### config.mk
export PLATFORM = sky130hd
export DESIGN_NAME = chime_player
export DESIGN_NICKNAME = d
export VERILOG_FILES = /design/src/rtl/chime_pkg.sv /design/src/rtl/melody_seq.sv /design/src/rtl/stream_ctrl.sv /design/src/rtl/tone_gen.sv /design/src/rtl/chime_player.sv
export SDC_FILE = /design/constraint.sdc
export NUM_CORES = 1
export LEC_CHECK = 0
export BUFFER_PORTS_ARGS = -buffer_cell sky130_fd_sc_hd__buf_2
export CORE_UTILIZATION = 23
export CTS_CLUSTER_DIAMETER = 150
export CTS_CLUSTER_SIZE = 25
export DETAILED_ROUTE_END_ITERATION = 6
export MAX_ROUTING_LAYER = met4
export PLACE_DENSITY = 0.49
export SKIP_CTS_REPAIR_TIMING = 1
export SYNTH_ARGS = -nofsm -noshare
export SYNTH_HDL_FRONTEND = slang
export SYNTH_SLANG_ARGS = --single-unit
### constraint.sdc
create_clock -name clk -period 5.4 [get_ports clk]
set_input_delay 0.81 -clock clk [delete_from_list [all_inputs] [get_ports clk]]
set_output_delay 0.81 -clock clk [all_outputs]
set_load 0.005 [all_outputs]
### src/rtl/chime_pkg.sv
package chime_pkg;

  localparam int CODE_W = 8;
  localparam int HALF_W = 16;

  // Half-period counts at 12 MHz; zero means silent.
  function automatic logic [HALF_W-1:0] note_half(input logic [CODE_W-1:0] code);
    case (code)
      8'h01: note_half = 16'd22935;
      8'h02: note_half = 16'd20428;
      8'h03: note_half = 16'd18203;
      8'h04: note_half = 16'd17181;
      8'h05: note_half = 16'd15305;
      8'h06: note_half = 16'd13635;
      8'h07: note_half = 16'd12147;
      8'h08: note_half = 16'd11464;
      8'h09: note_half = 16'd10215;
      8'h0A: note_half = 16'd9100;
      8'h0B: note_half = 16'd8589;
      8'h0C: note_half = 16'd7652;
      8'h0D: note_half = 16'd6817;
      8'h0E: note_half = 16'd6073;
      8'h0F: note_half = 16'd5740;
      8'h10: note_half = 16'd5107;
      8'h11: note_half = 16'd4549;
      8'h12: note_half = 16'd4294;
      8'h13: note_half = 16'd3825;
      8'h14: note_half = 16'd3408;
      8'h15: note_half = 16'd3036;
      default: note_half = '0;
    endcase
  endfunction

  // Melody: rising middle scale on even octets, falling on odd ones.
  function automatic logic [CODE_W-1:0] melody_code(input logic [5:0] idx);
    logic [CODE_W-1:0] low3;
    low3 = {5'd0, idx[2:0]};
    melody_code = idx[3] ? (8'd15 - low3) : (8'd8 + low3);
  endfunction

  typedef enum logic [1:0] {SRC_NONE, SRC_CHIME, SRC_STREAM} src_t;

endpackage

### src/rtl/melody_seq.sv
module melody_seq
  import chime_pkg::*;
#(
  parameter int STEP_CYCLES = 3_000_000,
  parameter int STEPS       = 64
) (
  input  logic              clk,
  input  logic              rst,
  input  logic              window,
  output logic [CODE_W-1:0] code
);
  localparam int STEP_W = $clog2(STEP_CYCLES);
  localparam int IDX_W  = $clog2(STEPS);

  logic [STEP_W-1:0] tick_q;
  logic [IDX_W-1:0]  step_q;
  logic              step_end;

  assign step_end = (tick_q == STEP_W'(STEP_CYCLES - 1));

  always_ff @(posedge clk) begin
    if (rst || !window) begin
      tick_q <= '0;
      step_q <= '0;
    end else if (step_end) begin
      tick_q <= '0;
      step_q <= (step_q == IDX_W'(STEPS - 1)) ? '0 : step_q + 1'b1;
    end else begin
      tick_q <= tick_q + 1'b1;
    end
  end

  assign code = melody_code(6'(step_q));

  AST_STEP_WRAP: assert property (@(posedge clk) disable iff (rst)
    (window && step_end && step_q == IDX_W'(STEPS - 1)) |=> (step_q == '0));

  AST_WINDOW_RESTART: assert property (@(posedge clk) disable iff (rst)
    !window |=> (step_q == '0));

endmodule

### src/rtl/stream_ctrl.sv
module stream_ctrl
  import chime_pkg::*;
#(
  parameter int IDLE_CYCLES = 12_000_000
) (
  input  logic              clk,
  input  logic              rst,
  input  logic              rx_valid,
  input  logic [CODE_W-1:0] rx_byte,
  output logic              active,
  output logic [CODE_W-1:0] code,
  output logic              refresh_en
);
  localparam int IDLE_W = $clog2(IDLE_CYCLES);

  logic [IDLE_W-1:0] idle_q;
  logic [CODE_W-1:0] code_q;
  logic              refresh_q;

  always_ff @(posedge clk) begin
    if (rst) begin
      idle_q    <= '0;
      code_q    <= '0;
      refresh_q <= 1'b1;
    end else if (rx_valid) begin
      idle_q    <= '0;
      code_q    <= rx_byte;
      refresh_q <= 1'b0;
    end else if (!refresh_q) begin
      if (idle_q == IDLE_W'(IDLE_CYCLES - 1)) begin
        idle_q    <= '0;
        refresh_q <= 1'b1;
      end else begin
        idle_q <= idle_q + 1'b1;
      end
    end
  end

  assign active     = !refresh_q;
  assign code       = code_q;
  assign refresh_en = refresh_q;

  AST_FREEZE_ON_RX: assert property (@(posedge clk) disable iff (rst)
    rx_valid |=> !refresh_en);

  AST_IDLE_BOUND: assert property (@(posedge clk) disable iff (rst)
    idle_q < IDLE_W'(IDLE_CYCLES));

endmodule

### src/rtl/tone_gen.sv
module tone_gen
  import chime_pkg::*;
#(
  parameter int HALF_SHIFT = 0
) (
  input  logic              clk,
  input  logic              rst,
  input  logic [CODE_W-1:0] code,
  output logic              buzzer
);
  logic [HALF_W-1:0] half_c;
  logic [HALF_W-1:0] cnt_q;
  logic [CODE_W-1:0] last_q;
  logic              buz_q;
  logic              audible;

  assign half_c  = note_half(code) >> HALF_SHIFT;
  assign audible = (half_c != '0);

  always_ff @(posedge clk) begin
    if (rst) begin
      cnt_q  <= '0;
      last_q <= '0;
      buz_q  <= 1'b0;
    end else if (code != last_q) begin
      cnt_q  <= '0;
      last_q <= code;
      buz_q  <= 1'b0;
    end else if (!audible) begin
      cnt_q <= '0;
      buz_q <= 1'b0;
    end else if (cnt_q == half_c - 1'b1) begin
      cnt_q <= '0;
      buz_q <= ~buz_q;
    end else begin
      cnt_q <= cnt_q + 1'b1;
    end
  end

  assign buzzer = buz_q;

  AST_CNT_BELOW_HALF: assert property (@(posedge clk) disable iff (rst)
    (audible && code == last_q) |-> (cnt_q < half_c));

  AST_SILENT_LOW: assert property (@(posedge clk) disable iff (rst)
    !audible |=> !buzzer);

endmodule

### src/rtl/chime_player.sv
module chime_player
  import chime_pkg::*;
#(
  parameter int STEP_CYCLES    = 3_000_000,
  parameter int STEPS          = 64,
  parameter int IDLE_CYCLES    = 12_000_000,
  parameter int HALF_SHIFT     = 0,
  parameter int DIGIT_W        = 4,
  parameter int SEC_TENS_LIMIT = 3
) (
  input  logic               clk,
  input  logic               rst,
  input  logic               en,
  input  logic [DIGIT_W-1:0] min_tens,
  input  logic [DIGIT_W-1:0] min_ones,
  input  logic [DIGIT_W-1:0] sec_tens,
  input  logic               rx_valid,
  input  logic [CODE_W-1:0]  rx_byte,
  output logic               buzzer,
  output logic               refresh_en
);
  logic              window;
  logic              stream_active;
  logic [CODE_W-1:0] chime_code;
  logic [CODE_W-1:0] stream_code;
  logic [CODE_W-1:0] play_code;
  src_t              src;

  assign window = en && (min_tens == '0) && (min_ones == '0) &&
                  (sec_tens < DIGIT_W'(SEC_TENS_LIMIT));

  melody_seq #(.STEP_CYCLES(STEP_CYCLES), .STEPS(STEPS)) u_melody (
    .clk(clk), .rst(rst), .window(window), .code(chime_code)
  );

  stream_ctrl #(.IDLE_CYCLES(IDLE_CYCLES)) u_stream (
    .clk(clk), .rst(rst), .rx_valid(rx_valid), .rx_byte(rx_byte),
    .active(stream_active), .code(stream_code), .refresh_en(refresh_en)
  );

  always_comb begin
    if (!en)                src = SRC_NONE;
    else if (stream_active) src = SRC_STREAM;
    else if (window)        src = SRC_CHIME;
    else                    src = SRC_NONE;
    case (src)
      SRC_STREAM: play_code = stream_code;
      SRC_CHIME:  play_code = chime_code;
      default:    play_code = '0;
    endcase
  end

  tone_gen #(.HALF_SHIFT(HALF_SHIFT)) u_tone (
    .clk(clk), .rst(rst), .code(play_code), .buzzer(buzzer)
  );

  AST_BUZ_QUIET: assert property (@(posedge clk) disable iff (rst)
    !en |=> !buzzer);

endmodule

* Word-level counts from Yosys, hierarchy flattened
Memories as Yosys holds them, arrays and structs flattened.
Index checks and enable logic that the tools add are counted.
** Storage, ports and cells
- Bits in registers :: 86
- Memory bits (read-only) :: 480
- Input bits :: 24
- Output and inout port bits :: 2
- Logic and storage cells :: 50
- Memories :: 1
** Operators by class
- $add $sub $neg :: 7
- Order comparisons :: 1
- Equality and inequality tests :: 7
- Multiplexer cells :: 11
- Bitwise gates (word level) :: 2
- Reductions and logical operators :: 13
** Memory list
- (name not given) :: depth 32, bits a word 15, rd ports 1, clocked after memory_dff 0, write ports 0, RTL line chime_pkg.sv:8 : case (code)
** Operator list (count)
- adder 24 x 1 -> 24 bit, second input constant :: 1
- == test 24 bit, second input constant :: 1
- 2-to-1 mux 24 bit :: 1
- adder 22 x 1 -> 22 bit, second input constant :: 1
- == test 22 bit, second input constant :: 1
- adder 16 x 1 -> 16 bit, second input constant :: 1
- == test 16 bit :: 1
- 2-to-1 mux 16 bit :: 1
- one-hot mux 8 bit (2 select lines) :: 1
- nonzero test 16 bit :: 1
- subtractor 16 x 1 -> 16 bit, second input constant :: 1
- zero test 4 bit :: 2
- 2-to-1 mux 8 bit :: 1
- != test 8 bit :: 1
- adder 6 x 1 -> 6 bit, second input constant :: 1
- == test 6 bit, second input constant :: 1
- 2-to-1 mux 6 bit :: 1
- adder 4 x 3 -> 5 bit, first input constant :: 1
- subtractor 4 x 3 -> 5 bit, first input constant :: 1
- less-than comparator 4 x 2 -> 1 bit, second input constant :: 1
- 2-to-1 mux 1 bit :: 4
- 2-to-1 mux 2 bit :: 2
- OR reduction 2 bit :: 2
- OR reduction 4 bit :: 1
- other kinds (8) :: 11

* Depth between registers and ports, before layout
Gate-level depths: netlist (run 1).
- Depth after elaboration :: 14
- Gate-level depth with buffers :: 25
- Depth with buffers taken out :: 22

* Cells and area by module
Synthesis (run 1) repeated with hierarchy kept, for this count alone.
** Second synthesis, totals
- Cell total of the unflattened synthesis :: 676
- Area, all modules :: 5634.2 sq um
** By module, submodules not included
- tone_gen :: instances 1, cells each 307, area an instance 2417.3 sq um, sequential area each 500.5 sq um
- stream_ctrl :: instances 1, cells each 168, area an instance 1597.8 sq um, sequential area each 660.6 sq um
- melody_seq :: instances 1, cells each 167, area an instance 1427.6 sq um, sequential area each 560.5 sq um
- chime_player :: instances 1, cells each 34, area an instance 191.4 sq um, sequential area each 0.0 sq um

* Worst setup path after synthesis (run 1)
No wires, ideal clock.
- Kind :: input-to-reg
- From :: input port sec_tens[3]
- To :: register u_tone.cnt_q[14]
- Setup time :: 0.115 ns
- Arrival :: 5.060 ns
- Setup slack :: 0.225 ns
- Stages :: 20
- Buffers on the path :: 3
- Path through :: nor4b_1 > nand4_1 > inv_1 > nand3_1 > ha_1 > buf_2 > buf_2 > nor2_1 > inv_1 > ha_1 > nor4b_1 > a211oi_1 > nor2_1 > mux2i_1 > nand2_1 > a211o_1 > a2111o_1 > o21bai_2 > buf_4 > nor2_1
** Between the ends
- Cells in the longest elaborated chain, start to end :: 12
- Elaborated cells between the ends (all ways) :: 17
- Classes of those cells :: add/sub (1); order compare (1); eq/ne (4); mux (5); bitwise (1); reduce/logical (4); memory (1)
** Ends and longest elaborated chain
- start: declaration :: RTL line chime_player.sv:16 : input logic [DIGIT_W-1:0] sec_tens,
- less-than comparator 4 x 2 -> 1 bit * :: RTL line chime_player.sv:30 : (sec_tens < DIGIT_W'(SEC_TENS_LIMIT));
- logical AND 1 bit * :: RTL line chime_player.sv:29 : assign window = en && (min_tens == '0) && (min_ones == '0) &&
- 2-to-1 mux 1 bit * :: RTL line chime_player.sv:44 : else if (window) src = SRC_CHIME;
- 2-to-1 mux 2 bit * :: RTL line chime_player.sv:43 : else if (stream_active) src = SRC_STREAM;
- 2-to-1 mux 2 bit * :: RTL line chime_player.sv:42 : if (!en) src = SRC_NONE;
- == test 2 x 1 -> 1 bit / == test 2 bit (equally long branches) :: RTL line chime_player.sv:46 : case (src)
- one-hot mux 8 bit (2 select lines) * :: RTL line chime_player.sv:46
- net play_code[1] :: RTL line chime_player.sv:26 : logic [CODE_W-1:0] play_code;
- memory (32 x 15 bit)
- 2-to-1 mux 16 bit :: RTL line chime_pkg.sv:8
- subtractor 16 x 1 -> 16 bit / nonzero test 16 bit (equally long branches) :: RTL line tone_gen.sv:32, tone_gen.sv:18
- == test 16 bit / inverter 1 bit (equally long branches)
- OR reduction 4 bit (no line) *
- end signal: assignment :: RTL line tone_gen.sv:36 : cnt_q <= cnt_q + 1'b1;
- end: declaration :: RTL line tone_gen.sv:12 : logic [HALF_W-1:0] cnt_q;
The timed path passes the listed nets; every way through them passes the cells marked *.
A chain may end at the register's enable or synchronous reset.

* Worst setup path in the final report (run 1)
- From :: input port sec_tens[3]
- To :: register u_tone.buz_q (netlist: u_tone.buzzer)
** Between the ends
- Cells in the longest elaborated chain, start to end :: 12
- Elaborated cells between the ends (all ways) :: 17
- Classes of those cells :: add/sub (1); order compare (1); eq/ne (4); mux (5); bitwise (1); reduce/logical (4); memory (1)
** Ends and longest elaborated chain
- less-than comparator 4 x 2 -> 1 bit * :: RTL line chime_player.sv:30
- logical AND 1 bit * :: RTL line chime_player.sv:29
- 2-to-1 mux 1 bit * :: RTL line chime_player.sv:44
- 2-to-1 mux 2 bit * :: RTL line chime_player.sv:43
- 2-to-1 mux 2 bit * :: RTL line chime_player.sv:42
- == test 2 x 1 -> 1 bit / == test 2 bit (equally long branches) :: RTL line chime_player.sv:46
- one-hot mux 8 bit (2 select lines) * :: RTL line chime_player.sv:46
- branches (longest 5 deep; another with subtractor 16 x 1 -> 16 bit)
- end signal: assignment :: RTL line tone_gen.sv:34 : buz_q <= ~buz_q;
- end: declaration :: RTL line tone_gen.sv:14 : logic buz_q;
Every way passes the cells marked *.

==> results of run 1 <==
-- area by class of cell --
cell class | instances | area [sq um]
fill | 2517 | 16680
tap | 313 | 391.6
timing repair buffer | 42 | 252.7
multi-input combinational | 533 | 3453
inverter | 17 | 63.81
sequential | 86 | 1722
clock inverter | 4 | 47.55
clock buffer | 12 | 236.5
-- stage by stage --
| stage | setup WS, ps | cells | util [%] | area (sq um) |
|---|---|---|---|---|
| after floorplan | 225.5 | 669 | - | 5396 |
| final | 527.3 | 1007 | 26.99 | 6167 |
| after global routing | 170.7 | 1007 | 26.99 | 6167 |
| after CTS | 494.0 | 1007 | 26.99 | 6167 |
| after global placement | 221.6 | 991 | 25.75 | 5883 |
| after detailed placement | 141.5 | 991 | 25.75 | 5883 |
-- layout by cell type, fill, tap and decap left out, drive strengths merged, types with 12 or more instances in the layout --
| cell | netlist | layout |
|---|---|---|
| a21oi | 37 | 37 |
| nor2 | 103 | 103 |
| clkbuf | 19 | 12 |
| ha | 17 | 17 |
| a31oi | 14 | 14 |
| o21ai | 35 | 35 |
| and3 | 27 | 27 |
| dfxtp | 86 | 86 |
| mux2i | 12 | 12 |
| nand2 | 38 | 38 |
| inv | 17 | 17 |
| nand3 | 27 | 27 |
| or3 | 12 | 12 |
| buf | 14 | 42 |
| xor2 | 28 | 28 |
| nand4 | 13 | 13 |
| xnor2 | 33 | 33 |
-- worst max-delay path, stage by stage --
cell	delay [ps]
buf_2	100
nor4b_1	270
nand4_1	140
inv_1	80
nand3_1	100
ha_1	350
nand2b_1	220
o22a_1	230
ha_1	420
nor4b_1	440
a21oi_1	120
a221oi_2	380
and4bb_2	340
a22oi_1	160
a31oi_1	60
a2111o_1	430
or3_1	360
a21oi_1	150
-- path summary, 6_finish.rpt --
| check | to | slack (ps) | depth (start not counted) |
|---|---|---|---|
| setup / recovery | u_tone.buzzer | 530 | 18 |
| hold / removal | u_melody.tick_q[0] | 460 | 1 |
| setup reg to reg | u_tone.buzzer | 1180 | 15 |
| hold reg to reg | u_melody.tick_q[0] | 460 | 1 |
-- metal layers --
layer	part of all wire, %	track usage, %	vias up
met5	0	-	-
met4	2.6	5.556	0
li1	-	-	2443
met3	4.2	2.006	26
met2	42	17.52	116
met1	51	15.25	2190
-- sequential cells by signal (all words and copies together) (netlist names) --
register,count
u_stream.idle_q,24
u_melody.tick_q,22
u_tone.cnt_q,16
u_stream.code,8
u_tone.last_q,8
u_melody.step_q,6
u_stream.refresh_en,1
u_tone.buzzer,1
-- cells by family after synthesis --
group	share of synthesized area, %
AND/OR/NAND/NOR	28.36
AO/OA/AOI/OAI	19.57
XOR/XNOR	9.900
multiplexers	2.226
flip-flops	31.90
adder cells (fa/ha/maj)	3.941
buffers and inverters	4.104
-- power by group --
group / switching, W / leakage, nW / total (W) / internal, W
sequential: 0.0000119 / 0.695 / 0.000652 / 0.000640
combinational: 0.0000653 / 1.34 / 0.000112 / 0.0000465
clock: 0.000250 / 0.137 / 0.000608 / 0.000357
==> results.toml, run 1 <==
[drt]
drcViolationCount = 0
vias = 4775
ant_nets = 0
drt-total-wl_microns = 13180
dr.pass1.iters = 5
routedWlPerCell_microns = 13.09
drt-initial-drc-count = 304
routed_via_density = 4.742

[setup_path]
cp-end-kind = "register"
worstSetupPathType = "input pin to register"
start_kind = "input pin"
crit_required_ps = 5680
crit_fanout = 7
rr_startpoint = "u_stream.refresh_en"
crit_start = "sec_tens[3]"
arrival_ps = 5150

[yosys]
syn_area_sq_um = 5396
synthTopCellsByArea = "dfxtp_1, nor2_1, xnor2_1"
async_flop_share_pct = 0
ys_ff_latch = 86
yosysTopAreaCellShare_pct = 31.90
syn_area_per_cell_sq_um = 8.066
seq_area_frac_synth_pct = 31.90
synth_flop_cell = "dfxtp_1"
synth-edff-count = 0
yosysWarningCount = 0
yosysTopAreaCell = "dfxtp_1"
yosys.cell_count.top_type = "nor2_1"
syn_inst = 669
syn_nets = 710
synth_common_cells = "nor2_1, dfxtp_1, nand2_1"
synth.distinct_cells = 77

[floorplanning]
design.die.area_sq_um = 24080
initial_core_util_pct = 23.62
dieWidth_microns = 155.2
core.rowCount = 55
die_h_microns = 155.2
core-area_sq_um = 22850
ios = 26

[placement]
dp.final_hpwl_microns = 9514
place.gp.congestion = 0.9183
port_buffers = 25

[cells_and_area]
nNetsFinal = 730
drive_above_1_share_pct = 11.67
antenna_cells = 0
area_growth_pct = 14.28

[power_and_ir_drop]
p_total_w = 0.001372
power_density_nw_per_um2 = 222.5
power_leakage_nw = 2.169
peakVddDrop_mv = 0.1346

[timing]
slew_headroom_pct = 44.72
final_hold_viol_count = 0
rsz0062_at_grt = "no"
worst_pin_slew_ps = 829.1
fmax_mhz = 205.2
finalSetupViolCount = 0
hold_slack_ps = 458.6
final_max_slew_viol_count = 0
finClkSkew_ps = 5.907
min_period_over_period_pct = 90.23
finalSetupTns_ps = 0
period_minus_slack_ps = 4873

[global_route]
first_global_vias = 4469
track_usage_pct = 11.70
grt_max_degree = 28
grt_pass1_wl_microns = 22070
antenna_found_initial = 0
overflow = 0

[cts]
clock_latency_ps = 340
root_buffer = "clkbuf_16"
cts_buffer_depth = 2
numCtsBuffers = 9
cts_tree = "done"
clkTransAtPathRegs_ps = 60
cts_num_sinks = 86
htreeDepth = 3

[worst_hold_path]
hold_path.startpoint = "u_melody.tick_q[0]"
hp-class = "register to register"

[job]
drv_cap = 0

[status]
status = "finished, final reports clean"
Power figures use the tool's default switching activity.
==> inputs of run 2 (changes only) <==
--- a/config.mk
+++ b/config.mk
@@ -5,6 +5,7 @@
 export SDC_FILE = /design/constraint.sdc
 export NUM_CORES = 1
 export LEC_CHECK = 0
+export ABC_AREA = 1
 export BUFFER_PORTS_ARGS = -buffer_cell sky130_fd_sc_hd__buf_2
 export CORE_UTILIZATION = 23
 export CTS_CLUSTER_DIAMETER = 150
@@ -12,6 +13,7 @@
 export DETAILED_ROUTE_END_ITERATION = 6
 export MAX_ROUTING_LAYER = met4
 export PLACE_DENSITY = 0.49
+export RECOVER_POWER = 25
 export SKIP_CTS_REPAIR_TIMING = 1
 export SYNTH_ARGS = -nofsm -noshare
 export SYNTH_HDL_FRONTEND = slang
==> run 2 against run 1 <==
Effect of this change: register-to-register slack got worse by 490 ps; non-clock buffer count fell by 12; maximum frequency rose by 3.4%; utilization fell by 0.33 points; clock skew rose by 2.2 ps; routed wire length rose by 0.73%; clock power rose by 11%; global-route usage rose by 0.47 points; hold slack got worse by 7.5 ps; synthesized cell count rose by 26%; largest cell class unchanged; largest power group is now clock.
==> results.toml, run 2 <==
[cts]
clkTransAtPathRegs_ps = 70
cts_num_sinks = 86
cts_buffer_depth = 2
htreeDepth = 3
numCtsBuffers = 9
clock_latency_ps = 350
cts_tree = "done"
root_buffer = "clkbuf_16"

[status]
status = "finished, final reports clean"

[floorplanning]
initial_core_util_pct = 23.46
ios = 26
core.rowCount = 56
die_h_microns = 156.7
dieWidth_microns = 156.7
core-area_sq_um = 23470
design.die.area_sq_um = 24570

[timing]
min_period_over_period_pct = 87.28
slew_headroom_pct = 22.94
worst_pin_slew_ps = 1156
period_minus_slack_ps = 4713
finalSetupViolCount = 0
rsz0062_at_grt = "no"
finClkSkew_ps = 8.128
fmax_mhz = 212.2
finalSetupTns_ps = 0
final_hold_viol_count = 0
final_max_slew_viol_count = 0

[cells_and_area]
nNetsFinal = 905
drive_above_1_share_pct = 11.74
antenna_cells = 0
area_growth_pct = 13.65
largest_reg_flops = 24
final_util_pct = 26.67
largest_register = "u_stream.idle_q"
largestRegisters = "u_stream.idle_q x24, u_melody.tick_q x22, u_tone.cnt_q x16"
final_common_cell = "nand2_1"
fill_cells = 2635
layout_common_cells = "nand2_1, nor2_1, inv_1, dfxtp_1, nand3_1"

[drt]
drt-initial-drc-count = 370
dr.pass1.iters = 5
drcViolationCount = 0
drt-total-wl_microns = 13270
ant_nets = 0
vias = 5147
routedWlPerCell_microns = 11.17
routed_via_density = 4.332

[yosys]
yosysTopAreaCellShare_pct = 31.26
yosysTopAreaCell = "dfxtp_1"
synthTopCellsByArea = "dfxtp_1, nand2_1, nor2_1"
syn_nets = 881
syn_area_sq_um = 5508
synth_flop_cell = "dfxtp_1"
yosys.cell_count.top_type = "nand2_1"
synth-edff-count = 0
synth.distinct_cells = 37
ys_ff_latch = 86
syn_inst = 840
syn_area_per_cell_sq_um = 6.557
seq_area_frac_synth_pct = 31.26
yosysWarningCount = 0
synth_common_cells = "nand2_1, nor2_1, inv_1"
async_flop_share_pct = 0

[global_route]
track_usage_pct = 12.16
first_global_vias = 4816
overflow = 0
antenna_found_initial = 0
grt_pass1_wl_microns = 23030
grt_max_degree = 27

[setup_path]
crit_fanout = 26
worstSetupPathType = "register to register"
cpMaxStageDelayCell = "clkbuf_1"
cpLargestDelayFamily = "simple AND/OR/NAND/NOR gates"
start_kind = "register"
r2r_end = "u_tone.cnt_q[4]"
cpMostUsedCell = "nand2_1"
max_stage_delay_ps = 850
ff2ff_setup_slack_ps = 690
crit_required_ps = 5630
rr_startpoint = "u_stream.refresh_en"
cp.buffers_inverters = 3
arrival_ps = 4950
reg2reg_depth = 27
cp-end-kind = "register"

[worst_hold_path]
hp-class = "register to register"
hold_end = "u_melody.tick_q[0]"
hold_depth = 1
hold_path.startpoint = "u_melody.tick_q[0]"

[placement]
dp.final_hpwl_microns = 10030
place.gp.congestion = 0.8806
port_buffers = 25

[power_and_ir_drop]
power_leakage_nw = 2.654
peakVddDrop_mv = 0.1599
power_density_nw_per_um2 = 235.2

[job]
drv_cap = 0
==> run 2: cell types whose count changed after synthesis, moves of 14 or more <==
cell	delta
inv_1	+83
and3_1	-27
xnor2_1	-20
nand2_1	+173
a31oi_1	-14
nor2_2	+14
nand3_1	+39
==> run 2: cell families after synthesis <==
| group | share of synthesized area (%) |
|---|---|
| compound gates | 9.246 |
| xor+xnor | 5.566 |
| fa+ha+maj | 3.862 |
| buf+inv | 9.428 |
| flops | 31.26 |
| simple gates | 40.64 |
==> run 2: how the worst max path moves through the flow <==
stage                                    from          endpoint  slack, ps  depth (start not counted)
after floorplan                   min_tens[2]  u_tone.cnt_q[10]        920                         28
after global placement            min_tens[2]  u_tone.cnt_q[15]        440                         28
final                     u_stream.refresh_en   u_tone.cnt_q[4]        690                         27
after global routing      u_stream.refresh_en   u_tone.cnt_q[3]        210                         27
after CTS                         min_tens[2]   u_tone.cnt_q[4]        740                         28
after detailed placement          min_tens[2]   u_tone.cnt_q[4]        380                         28
==> run 2: through the flow <==
step | power, W | cell area, sq um | setup slack (ps) | instances | hold WS [ps]
after floorplan | 0.0007762 | 5508 | 923.4 | 840 | 417.6
after global placement | 0.0008144 | 5953 | 436.8 | 1172 | 434.2
after detailed placement | 0.0008134 | 5953 | 383.1 | 1172 | 439.3
after CTS | 0.001496 | 6270 | 736.3 | 1188 | 454.0
after global routing | 0.001550 | 6260 | 209.7 | 1188 | 473.8
final | 0.001472 | 6260 | 687.0 | 1188 | 451.0
==> run 2: final cells by class <==
class	count	area, sq um	share of cell area [%]
tap	319	399.1	6.376
inverter	107	402.9	6.436
clock inverter	5	63.81	1.019
sequential	86	1722	27.50
clock buffer	11	252.7	4.038
multi-input combinational	630	3267	52.19
timing repair buffer	30	152.6	2.439
==> run 2: worst register-to-register path: cells and delay by family (launching register included) <==
| family | cells | cell delay [ps] |
|---|---|---|
| adders and majority gates | 3 | 890 |
| and+or+nand+nor | 21 | 2380 |
| buffers and inverters | 3 | 1000 |
| DFF | 1 | 330 |
==> run 2: report_power, final <==
group	switching (W)	internal [W]	leakage, nW
Clock	0.000285	0.000390	0.158
Sequential	0.00000632	0.000641	0.695
Combinational	0.000102	0.0000484	1.80
Total	0.000393	0.00108	2.65
==> run 2: per-layer routing <==
metal  vias up  wire (microns)  GRT usage (%)
met1      2299            6640          15.34
li1       2744               -              -
met5         -               0              -
met3        19             451          2.548
met4         0             320          5.135
met2        85            5862          18.71
